<file path="config.mk">
export PLATFORM = sky130hd
export DESIGN_NAME = audio_in_seq
export DESIGN_NICKNAME = d
export VERILOG_FILES = /design/src/rtl/aics_pkg.sv /design/src/rtl/aics_widen.sv /design/src/rtl/aics_drx_pair.sv /design/src/rtl/aics_hold_slot.sv /design/src/rtl/aics_pick.sv /design/src/rtl/audio_in_seq.sv
export SDC_FILE = /design/constraint.sdc
export NUM_CORES = 1
export LEC_CHECK = 0
export CAP_MARGIN = 10
export CORE_ASPECT_RATIO = 0.6
export CORE_MARGIN = 2
export CORE_UTILIZATION = 25
export CTS_CLUSTER_SIZE = 28
export DETAILED_ROUTE_END_ITERATION = 7
export DONT_BUFFER_PORTS = 1
export PLACE_DENSITY = 0.42
export SLEW_MARGIN = 40
export SYNTH_ARGS = -nofsm -noshare
export SYNTH_HDL_FRONTEND = slang
export SYNTH_SLANG_ARGS = --single-unit
</file>
<file path="constraint.sdc">
create_clock -name clk -period 2.3 [get_ports clk]
set_input_delay 0.345 -clock clk [delete_from_list [all_inputs] [get_ports clk]]
set_output_delay 0.345 -clock clk [all_outputs]
set_load 0.1 [all_outputs]
</file>
<file path="src/rtl/aics_pkg.sv">
package aics_pkg;

  // Maps drain position k to source index: even converters first, then odd
  // converters, then PCM channels in ascending order.
  function automatic int seq_source(input int k, input int nconv);
    if (k < nconv / 2)
      return 2 * k;
    else if (k < nconv)
      return 2 * (k - nconv / 2) + 1;
    else
      return k;
  endfunction

  // Position in the drain order of a given source index.
  function automatic int seq_slot(input int s, input int nconv);
    if (s >= nconv)
      return s;
    else if (s % 2 == 0)
      return s / 2;
    else
      return nconv / 2 + s / 2;
  endfunction

endpackage

</file>
<file path="src/rtl/aics_widen.sv">
module aics_widen #(
  parameter int IN_W  = 18,
  parameter int OUT_W = 24
) (
  input  logic [IN_W-1:0]  din,
  input  logic             left_align,
  output logic [OUT_W-1:0] dout
);
  localparam int PAD = OUT_W - IN_W;

  always_comb begin
    if (left_align)
      dout = {din, {PAD{1'b0}}};
    else
      dout = {{PAD{din[IN_W-1]}}, din};
  end
endmodule

</file>
<file path="src/rtl/aics_drx_pair.sv">
module aics_drx_pair #(
  parameter int IN_W = 18
) (
  input  logic            en,
  input  logic [IN_W-1:0] lo_data,
  input  logic [IN_W-1:0] hi_data,
  input  logic            lo_valid,
  input  logic            hi_valid,
  output logic [IN_W-1:0] lo_sel,
  output logic            lo_valid_o,
  output logic            hi_valid_o
);
  localparam logic [IN_W-1:0] POS_MAX = {1'b0, {(IN_W-1){1'b1}}};
  localparam logic [IN_W-1:0] NEG_MAX = {1'b1, {(IN_W-1){1'b0}}};

  logic lo_full;

  assign lo_full    = (lo_data == POS_MAX) || (lo_data == NEG_MAX);
  assign lo_sel     = (en && lo_full) ? hi_data : lo_data;
  assign lo_valid_o = lo_valid;
  assign hi_valid_o = hi_valid & ~en;
endmodule

</file>
<file path="src/rtl/aics_hold_slot.sv">
module aics_hold_slot #(
  parameter int W  = 24,
  parameter int QW = 2
) (
  input  logic          clk,
  input  logic          rst,
  input  logic          load,
  input  logic [W-1:0]  din,
  input  logic [QW-1:0] qin,
  input  logic          grant,
  output logic          pending,
  output logic [W-1:0]  dout,
  output logic [QW-1:0] qout
);
  always_ff @(posedge clk) begin
    if (rst) begin
      pending <= 1'b0;
      dout    <= '0;
      qout    <= '0;
    end else if (load) begin
      pending <= 1'b1;
      dout    <= din;
      qout    <= qin;
    end else if (grant) begin
      pending <= 1'b0;
    end
  end

  AST_GRANT_ONLY_PENDING: assert property (@(posedge clk) disable iff (rst)
    grant |-> pending);
endmodule

</file>
<file path="src/rtl/aics_pick.sv">
module aics_pick #(
  parameter int N = 6
) (
  input  logic [N-1:0] req,
  output logic [N-1:0] gnt
);
  // Lowest index wins: isolate the least significant set bit.
  assign gnt = req & (~req + N'(1));
endmodule

</file>
<file path="src/rtl/audio_in_seq.sv">
module audio_in_seq
  import aics_pkg::*;
#(
  parameter int NUM_CONV = 4,
  parameter int NUM_PCM  = 2,
  parameter int CONV_W   = 18,
  parameter int SAMP_W   = 24,
  parameter int NUM_Q    = 4,
  parameter int Q_W      = (NUM_Q > 1) ? $clog2(NUM_Q) : 1
) (
  input  logic                               clk,
  input  logic                               rst,
  input  logic [NUM_CONV*CONV_W-1:0]         conv_data,
  input  logic [NUM_CONV-1:0]                conv_valid,
  input  logic [NUM_PCM*SAMP_W-1:0]          pcm_data,
  input  logic [NUM_PCM-1:0]                 pcm_valid,
  input  logic [NUM_CONV-1:0]                cfg_shift,
  input  logic [NUM_CONV/2-1:0]              cfg_drx,
  input  logic [NUM_CONV+NUM_PCM-1:0]        cfg_store_en,
  input  logic [(NUM_CONV+NUM_PCM)*Q_W-1:0]  cfg_store_q,
  output logic                               wr_valid,
  output logic [Q_W-1:0]                     wr_queue,
  output logic [SAMP_W-1:0]                  wr_data
);
  localparam int NSRC  = NUM_CONV + NUM_PCM;
  localparam int NPAIR = NUM_CONV / 2;

  logic [SAMP_W-1:0] src_data  [NSRC];
  logic [NSRC-1:0]   src_valid;

  // Converter front: pair selection, then widening.
  for (genvar p = 0; p < NPAIR; p++) begin : g_pair
    localparam int LO = 2 * p;
    localparam int HI = 2 * p + 1;
    logic [CONV_W-1:0] lo_raw;

    aics_drx_pair #(.IN_W(CONV_W)) i_pair (
      .en         (cfg_drx[p]),
      .lo_data    (conv_data[LO*CONV_W +: CONV_W]),
      .hi_data    (conv_data[HI*CONV_W +: CONV_W]),
      .lo_valid   (conv_valid[LO]),
      .hi_valid   (conv_valid[HI]),
      .lo_sel     (lo_raw),
      .lo_valid_o (src_valid[LO]),
      .hi_valid_o (src_valid[HI])
    );

    aics_widen #(.IN_W(CONV_W), .OUT_W(SAMP_W)) i_widen_lo (
      .din        (lo_raw),
      .left_align (cfg_shift[LO]),
      .dout       (src_data[LO])
    );

    aics_widen #(.IN_W(CONV_W), .OUT_W(SAMP_W)) i_widen_hi (
      .din        (conv_data[HI*CONV_W +: CONV_W]),
      .left_align (cfg_shift[HI]),
      .dout       (src_data[HI])
    );
  end

  for (genvar c = 0; c < NUM_PCM; c++) begin : g_pcm
    assign src_data[NUM_CONV+c]  = pcm_data[c*SAMP_W +: SAMP_W];
    assign src_valid[NUM_CONV+c] = pcm_valid[c];
  end

  // Holding slots, laid out in drain order.
  logic [NSRC-1:0]   pend;
  logic [NSRC-1:0]   grant;
  logic [NSRC-1:0]   slot_load;
  logic [SAMP_W-1:0] slot_data [NSRC];
  logic [Q_W-1:0]    slot_q    [NSRC];

  for (genvar k = 0; k < NSRC; k++) begin : g_slot
    localparam int S = seq_source(k, NUM_CONV);

    assign slot_load[k] = src_valid[S] & cfg_store_en[S];

    aics_hold_slot #(.W(SAMP_W), .QW(Q_W)) i_slot (
      .clk     (clk),
      .rst     (rst),
      .load    (slot_load[k]),
      .din     (src_data[S]),
      .qin     (cfg_store_q[S*Q_W +: Q_W]),
      .grant   (grant[k]),
      .pending (pend[k]),
      .dout    (slot_data[k]),
      .qout    (slot_q[k])
    );
  end

  aics_pick #(.N(NSRC)) i_pick (
    .req (pend),
    .gnt (grant)
  );

  logic [SAMP_W-1:0] mux_data;
  logic [Q_W-1:0]    mux_q;

  always_comb begin
    mux_data = '0;
    mux_q    = '0;
    for (int k = 0; k < NSRC; k++) begin
      if (grant[k]) begin
        mux_data = mux_data | slot_data[k];
        mux_q    = mux_q | slot_q[k];
      end
    end
  end

  always_ff @(posedge clk) begin
    if (rst) begin
      wr_valid <= 1'b0;
      wr_queue <= '0;
      wr_data  <= '0;
    end else begin
      wr_valid <= |grant;
      wr_queue <= mux_q;
      wr_data  <= mux_data;
    end
  end

  AST_ONE_GRANT: assert property (@(posedge clk) disable iff (rst)
    $onehot0(grant));
  AST_WRITE_HAS_SOURCE: assert property (@(posedge clk) disable iff (rst)
    wr_valid |-> $past(|pend));
  AST_IDLE_QUIET: assert property (@(posedge clk) disable iff (rst)
    !(|pend) |=> !wr_valid);
  AST_HEAD_DRAINS: assert property (@(posedge clk) disable iff (rst)
    (pend[0] && !slot_load[0]) |=> !pend[0]);
endmodule

</file>
==> results of run 1 <==
metrics by stage:
stage,utilization,cell area (sq um)
floorplan,-,8229
global placement,0.2743,8892
detailed placement,0.2743,8892
CTS,0.3170,10280
global route,0.3213,10420
finish,0.3213,10420
layout by cell type (no fill, tap or decap), types with 3 or more instances in the layout:
master	n
buf_12	5
clkbuf_16	18
o311ai_0	6
nand2_1	225
bufinv_16	3
a211oi_1	42
a221oi_1	26
clkinv_4	4
nor2_1	66
a22oi_1	49
o21ai_0	28
buf_4	52
nor3_1	14
mux2i_4	3
mux2_2	24
a2bb2oi_1	3
nand3b_1	13
or4_1	5
dlygate4sd3_1	74
nor2b_1	3
dfxtp_1	189
nor2_2	3
and2_1	4
nand4_1	8
nor4_1	5
nand2b_1	11
mux2i_1	34
a21oi_1	128
metal layers:
metal  wire [microns]  share of wire  up-vias  GRT usage
li1                 -              -     3684          -
met1            16690           0.50     3743     0.2719
met2            14220           0.43      182     0.2834
met3             1771          0.053       31    0.05077
met4              601          0.018        0    0.05099
met5                0              0        -          0
power by group through the flow:
stage / registers [W] / clock network [W] / logic, W
global placement: 0.00358 / 0 / 0.000617
CTS: 0.00351 / 0.00320 / 0.000745
finish: 0.00351 / 0.00314 / 0.000757
global route: 0.00352 / 0.00337 / 0.000828
floorplan: 0.00364 / 0 / 0.000432
detailed placement: 0.00358 / 0 / 0.000618
cells in the mapped netlist (13+ instances only):
master	n	area [sq um]
nor2_1	69	259.0
a221oi_1	26	227.7
nand3b_1	13	97.59
a22oi_1	51	382.9
a211oi_1	42	315.3
nand2_1	225	844.6
a21oi_1	128	640.6
nor3_1	14	70.07
dfxtp_1	189	3784
o21ai_0	28	140.1
mux2_2	25	281.5
clkbuf_1	70	262.8
mux2i_1	37	370.4
worst max-delay path, stage by stage:
cell and delay (ns):
or4_4 0.53, nor4_4 0.38, a22oi_4 0.12, clkbuf_16 0.19, mux2i_1 0.19, a2bb2oi_1 0.20, a21oi_1 0.08, dlygate4sd3_1 0.55
final cells by class:
cell class / count / area, sq um
Tap cell: 424 / 530.5
Sequential cell: 189 / 3784
Clock buffer: 20 / 456.7
Clock inverter: 12 / 160.2
Fill cell: 3477 / 22000
Inverter: 1 / 3.754
Timing Repair Buffer: 133 / 1284
Multi-Input combinational cell: 722 / 4197
kinds of logic after synthesis:
family / share of synthesized area
muxes: 0.07922
DFF: 0.4598
buffers and inverters: 0.03968
AOI/OAI and AO/OA: 0.2265
and+or+nand+nor: 0.1948
registers in the layout (all words and copies together) (netlist names):
register / flops
g_slot.i_slot.pending: 6
wr_data: 24
g_slot.i_slot.dout: 144
wr_valid: 1
wr_queue: 2
g_slot.i_slot.qout: 12
final timing paths:
| check | start | end | slack [ns] | cells after the start |
|---|---|---|---|---|
| worst min-delay path | pcm_data[7] | g_slot[4].i_slot.dout[7] | 0.03 | 2 |
| worst min register to register | g_slot[5].i_slot.dout[8] | wr_data[8] | 0.45 | 2 |
| worst max register to register | g_slot[2].i_slot.pending | wr_data[19] | 0.33 | 5 |
| worst max-delay path | conv_data[45] | g_slot[1].i_slot.dout[13] | 0.04 | 8 |
timing repair:
item                       in CTS  in global routing
hold endpoints to repair      177                  1
resized for setup               0                 11
setup endpoints to repair       0                  4
buffers inserted                0                  7
hold buffers                   75                  2
==> metrics.txt, run 1 <==
Max-Cap Viols=0; CP startpoint kind=primary input; Hold WC Path Type=in -> reg; Async SR Flop Fraction=0; power consumption=0.007409 W; Seq/Total Area, Yosys=0.4598; WL/cell=22.17 microns; Rel. slew slack=0.5772; Avg Inst Size Synth=8.279 sq um; Required @ worst endpoint=2.63 ns; Post-Syn Area=8229 sq um; DR iter-0 viols=597; internal power=0.005502 W; Root Buffer=clkbuf_16; final setup margin=0.03984 ns; layout cell share with drive strength beyond 1=0.1226; Die ar.=34430 sq um; final setup TNS=0 ns; total grt overflow=0; predominant post-synthesis flop cell=dfxtp_1; via count=7640; Final setup viols=0; worst-path fanout max=4; Rows=51; status=complete, no violations; register share of total power=0.473; worst vdd ir=0.0005466 V; initial antenna violation count=0; DRC viols=0; n_diodes=0; Yosys reg bits=189; fin crit share=0.9827; synth unique cells=38; core area=32420 sq um; pwr/cell area=711.3 nW/um^2; first-pass GRT wire length=48220 microns; Tmin final=2.260 ns; Gate power share=0.102; Initial Utilization=0.2539; Slew @ Worst Pin=0.6284 ns; Yosys warnings=0; area grow syn2layout=26.56%; Final HPWL DP=23910 microns; P_leak=3.803 nW; total CTS buffers=17; GP Congestion=0.8096; placed cells=1386; gr usage total=0.1911; fin nets=1216; clk slew on worst S/H paths=0.07 ns; largest net degree at the start of global routing=105; CTS tree=done; die height=144.5 microns; CP endpoint kind=flop; I/O pin count=179; Die X=238.2 microns; Slew Limit Fails=0; net switching power=0.001906 W; clock insertion delay at the later pin of the skew report=0.44 ns; Syn Nets=1146; Finished Layout Cells=1501; Hold Slack=0.02976 ns; H-tree levels=4; power share of the clock group=0.424; Clock Skews=0.008281 ns; drt first pass iters=5; Critical Path AT=2.59 ns; Max Freq=442.4 MHz; PortBufs=0; Setup WS pre-CTS=0.02149 ns; vias in the first global route=7294; Longest Clk Path Bufs=2; aggregate routed wire length=33280 microns; RSZ-0062 raised after global routing=yes; Via density=5.090; worst setup path class=in -> reg; final hold violation count=0; Syn Inst Count=994; switching part of the total power=0.2573; Post-synth EDFFs=0; Routed Antenna Nets=0; clock sink total=189
Power figures use the tool's default switching activity.
==> inputs of run 2 (changes only) <==
- ABC_CLOCK_PERIOD_IN_PS: default -> 2300
- RECOVER_POWER: default -> 25
==> run 2 against run 1 <==
The run now ends with capacitance limit, slew limit left. Highest routed layer unchanged. Largest power group unchanged. Sequential power about the same. Non-clock buffer count is the same. Worst hold slack is essentially flat. Clock power about the same. Flip-flop and latch count stayed put. Global-route usage unchanged.
==> metrics.txt, run 2 (synthesis gave the netlist of run 1 again) <==
status=finished with violations; failing checks=capacitance limit, slew limit; layout cell share with drive strength beyond 1=0.1226; Critical Path, Cell by Cell=or4_4 -> nor4_4 -> a22oi_4 -> clkbuf_16 -> mux2i_1 -> a2bb2oi_1 -> a21oi_1 -> dlygate4sd3_1; total grt overflow=0; clock insertion delay at the later pin of the skew report=0.44 ns; CP endpoint kind=flop; Final setup viols=0; Rel. slew slack=-0.6047; n_diodes=0; DRC viols=0; Critical Path AT=2.59 ns; Longest Clk Path Bufs=2; I/O pin count=179; worst hold stages=2; most frequent cells in the layout=nand2_1 (225), dfxtp_1 (189), a21oi_1 (128); WL/cell=22.16 microns; final hold violation count=0; Reg2Reg Setup Slack=0.29 ns; Initial Utilization=0.2539; worst vdd ir=0.0005466 V; hold path endpoint=g_slot[4].i_slot.dout[7]; pwr/cell area=712.5 nW/um^2; Die X=238.2 microns; Tmin final=2.266 ns; Max-Cap Viols=1; Layout fillers=3479; Hold Slack=0.02979 ns; fin area=10390 sq um; Setup WS pre-CTS=0.02149 ns; Util after Layout=0.3205; Reg-to-Reg End=wr_data[19]; Root Buffer=clkbuf_16; first-pass GRT wire length=48220 microns; Max Freq=441.2 MHz; Via density=5.099; Hold WC Path Type=in -> reg; Clock Skews=0.008291 ns; via count=7654; net switching power=0.001903 W; Slew Limit Fails=105; Reg area=3784 sq um; area grow syn2layout=26.26%; PortBufs=0; die height=144.5 microns; vias in the first global route=7294; worst hold start=pcm_data[7]; clock sink total=189; CP startpoint kind=primary input; switching part of the total power=0.2570; top flop regs=g_slot.i_slot.dout (144), wr_data (24), g_slot.i_slot.qout (12); CP max stage cell=dlygate4sd3_1; clk slew on worst S/H paths=0.07 ns; worst setup path class=in -> reg; DR iter-0 viols=598; CTS tree=done; Routed Antenna Nets=0; power share of the clock group=0.424; Rows=51; core area=32420 sq um; gr usage total=0.1911; Die ar.=34430 sq um; final setup margin=0.03364 ns; power consumption=0.007402 W; RSZ-0062 raised after global routing=yes; P_leak=3.794 nW; Largest Register=g_slot.i_slot.dout; internal power=0.005500 W; RR Startpoint=g_slot[2].i_slot.pending; H-tree levels=4; largest net degree at the start of global routing=105; fin crit share=0.9854; register share of total power=0.474; CP peak stage delay=0.55 ns; multi-input logic area=4197 sq um; aggregate routed wire length=33260 microns; Required @ worst endpoint=2.63 ns; worst-path fanout max=4; initial antenna violation count=0; Gate power share=0.102; GP Congestion=0.8096; max reg flops=144; placed cell areas=8892 sq um; commonest non-fill, non-tap cell in the layout=nand2_1; Slew @ Worst Pin=2.407 ns; fin nets=1216; drt first pass iters=5; total CTS buffers=17; Worst Reg2Reg Path Length in Cells=5; Final HPWL DP=23910 microns
==> run 2: area by class of cell <==
cell class / instances / share of cell area
multi-input combinational: 722 / 0.4039
sequential: 189 / 0.3642
timing repair buffer: 133 / 0.1211
tap: 424 / 0.05106
clock buffer: 20 / 0.04395
clock inverter: 12 / 0.01541
inverter: 1 / 0.0003613
==> run 2: worst max-delay path by stage <==
stage                             start                        end  slack, ns
final                     conv_data[45]  g_slot[1].i_slot.dout[13]       0.03
after global routing      conv_data[45]  g_slot[1].i_slot.dout[13]      -0.04
after CTS                 conv_data[38]  g_slot[1].i_slot.dout[16]      0.009
after detailed placement  conv_data[38]  g_slot[1].i_slot.dout[22]       0.02
after global placement    conv_data[38]  g_slot[1].i_slot.dout[11]       0.04
after floorplan           conv_data[45]  g_slot[1].i_slot.dout[22]       0.19
==> run 2: worst max-delay path: cells and delay by family <==
kind	cells	cell delay, ns
AOI/OAI and AO/OA	3	0.40
buffers and inverters	2	0.74
muxes	1	0.19
and+or+nand+nor	2	0.91
==> run 2: through the flow <==
stage,std cells,setup TNS (ns)
after floorplan,994,0
final,1501,0
after CTS,1493,0
after global placement,1386,0
after global routing,1501,-0.04564
after detailed placement,1386,0
==> run 2: repair_timing <==
action                                  in CTS  in global routing
buffers inserted                             0                  7
hold endpoints to repair                   177                  1
hold buffers                                75                  2
endpoints found under the setup margin       0                  4
gates resized for setup                      0                 11
==> run 2: per-layer routing <==
metal  global-route usage  part of all wire  vias to the layer above
met2               0.2834              0.43                      189
met1               0.2719              0.50                     3746
met4              0.05099             0.019                        0
met3              0.05077             0.057                       35
li1                     -                 -                     3684
met5                    0                 0                        -
==> run 2: power groups by stage <==
| stage | logic, W | registers, W | clock network (W) |
|---|---|---|---|
| after floorplan | 0.000432 | 0.00364 | 0 |
| after global placement | 0.000617 | 0.00358 | 0 |
| after detailed placement | 0.000618 | 0.00358 | 0 |
| after CTS | 0.000745 | 0.00351 | 0.00320 |
| after global routing | 0.000825 | 0.00352 | 0.00337 |
| final | 0.000754 | 0.00351 | 0.00314 |
==> inputs of run 3 (changes only) <==
--- a/config.mk
+++ b/config.mk
@@ -15,5 +15,6 @@
 export DONT_BUFFER_PORTS = 1
 export PLACE_DENSITY = 0.42
-export RECOVER_POWER = 25
+export RECOVER_POWER = 50
+export REMOVE_ABC_BUFFERS = 1
 export SLEW_MARGIN = 40
 export SYNTH_ARGS = -nofsm -noshare
==> constraint.sdc (replaced) <==
create_clock -name clk -period 2.3 [get_ports clk]
set_input_delay 0.69 -clock clk [delete_from_list [all_inputs] [get_ports clk]]
set_output_delay 0.69 -clock clk [all_outputs]
set_load 0.1 [all_outputs]
==> run 3 against run 2 <==
The run now ends clean. First-iteration DRC count shrank 6.9%. Sequential share of layout area rose by 3.4 points. Cell count down 5.0%. Critical path depth down 1. Worst setup slack improved by 0.085 ns. Sequential power is essentially flat. Clock skew rose by 0.0025 ns. Register-to-register slack improved by 0.06 ns. Via count shrank 6.3%. Worst hold slack better by 0.28 ns. Fmax rose by 3.9%. Critical path type unchanged. Critical endpoint is now g_slot[1].i_slot.dout[22]. Largest cell class unchanged. Largest power group unchanged.
==> metrics.txt, run 3 (synthesis gave the netlist of run 1 again) <==
status=complete, no violations; final setup margin=0.1183 ns; Die ar.=34430 sq um; Rows=51; Via density=5.027; Longest Clk Path Bufs=2; vias in the first global route=7028; CP endpoint kind=flop; DRC viols=0; Initial Utilization=0.2539; clock sink total=189; P_leak=3.276 nW; Finished Layout Cells=1426; Max-Cap Viols=0; Final HPWL DP=22280 microns; Post-CTS Hold Fix Bufs=0; PortBufs=0; Reg2Reg Setup Slack=0.35 ns; internal power=0.005179 W; register share of total power=0.499; Root Buffer=clkbuf_16; Clock Skews=0.01079 ns; Hold WC Path Type=in -> reg; net switching power=0.001813 W; Final setup viols=0; worst setup path class=in -> reg; CTS tree=done; postcts setup bufs=0; via count=7168; fin area=9502 sq um; largest net degree at the start of global routing=193; DR iter-0 viols=557; fin crit share=0.9486; CP startpoint kind=primary input; first-pass GRT wire length=44730 microns; drt first pass iters=5; total CTS buffers=17; commonest non-fill, non-tap cell in the layout=nand2_1; top flop regs=g_slot.i_slot.dout (144), wr_data (24), g_slot.i_slot.qout (12); total grt overflow=0; Reg area=3784 sq um; core area=32420 sq um; Slew Limit Fails=0; post-CTS resize count=0; Rel. slew slack=0.03777; H-tree levels=4; worst-path fanout max=6; GP Congestion=0.7793; final setup TNS=0 ns; area grow syn2layout=15.46%; Hold Slack=0.3106 ns; Slew @ Worst Pin=1.443 ns; Die X=238.2 microns; power share of the clock group=0.412; Required @ worst endpoint=2.64 ns; gr usage total=0.1755; worst hold stages=1; aggregate routed wire length=29910 microns; Routed Antenna Nets=0; hold path endpoint=g_slot[5].i_slot.dout[2]; Gate power share=0.088; RR Startpoint=g_slot[2].i_slot.pending; clk slew on worst S/H paths=0.07 ns; worst vdd ir=0.0005081 V; switching part of the total power=0.2593; max reg flops=144; Worst Reg2Reg Path Length in Cells=7; I/O pin count=179; Max Freq=458.4 MHz; layout cell share with drive strength beyond 1=0.1179; Critical Path AT=2.52 ns; final hold violation count=0; Reg-to-Reg End=wr_data[15]; Layout fillers=3517; RSZ-0062 raised after global routing=no; clock insertion delay at the later pin of the skew report=0.45 ns; fin nets=1142; Largest Register=g_slot.i_slot.dout; placed cells=1395; pwr/cell area=735.8 nW/um^2; initial antenna violation count=1; placed cell areas=8972 sq um; multi-input logic area=4136 sq um; most frequent cells in the layout=nand2_1 (225), dfxtp_1 (189), a21oi_1 (128); die height=144.5 microns; WL/cell=20.97 microns; Setup WS pre-CTS=-0.3253 ns; Tmin final=2.182 ns; worst hold start=rst
run 3: stage by stage:
step | power (W) | utilization
after floorplan | 0.003989 | -
after global placement | 0.004186 | 0.2768
after detailed placement | 0.004192 | 0.2768
after CTS | 0.007076 | 0.2937
after global routing | 0.007292 | 0.2931
final | 0.006992 | 0.2931
run 3: layout make-up:
type,instances,share of cell area
clock buffers,20,0.04806
repair buffers,59,0.05241
multi-input cells,722,0.4353
inverters,1,0.0003950
flip-flops and latches,189,0.3982
diodes,1,0.0002634
well taps,424,0.05583
clock inverters,10,0.009481
run 3: layer usage:
layer	GRT usage	wire length [microns]	vias up
met4	0.04441	354	0
li1	-	-	3527
met5	0	0	-
met3	0.04886	1547	30
met1	0.2434	14590	3481
met2	0.2679	13420	130
run 3: how the worst max path moves through the flow:
stage / startpoint / end / slack (ns) / depth (start not counted)
final: conv_data[38] / g_slot[1].i_slot.dout[22] / 0.12 / 7
after global routing: conv_data[38] / g_slot[1].i_slot.dout[22] / 0.03 / 7
after CTS: conv_data[38] / g_slot[1].i_slot.dout[17] / 0.15 / 7
after detailed placement: conv_data[38] / g_slot[1].i_slot.dout[17] / -0.33 / 7
after global placement: conv_data[38] / g_slot[1].i_slot.dout[22] / -0.30 / 7
after floorplan: g_slot[0].i_slot.pending / wr_data[0] / -1.12 / 3
run 3: power groups by stage:
stage / Sequential [W] / Combinational (W) / Clock [W]
after global routing: 0.00351 / 0.000686 / 0.00310
after global placement: 0.00357 / 0.000619 / 0
after CTS: 0.00349 / 0.000626 / 0.00296
after detailed placement: 0.00357 / 0.000624 / 0
final: 0.00349 / 0.000616 / 0.00288
after floorplan: 0.00365 / 0.000342 / 0
run 3: critical path, stage by stage:
cell      delay, ns
or4_1          0.56
nor2_1         0.20
buf_4          0.15
a22oi_4        0.08
mux2i_1        0.16
or4_1          0.53
o311ai_0       0.15
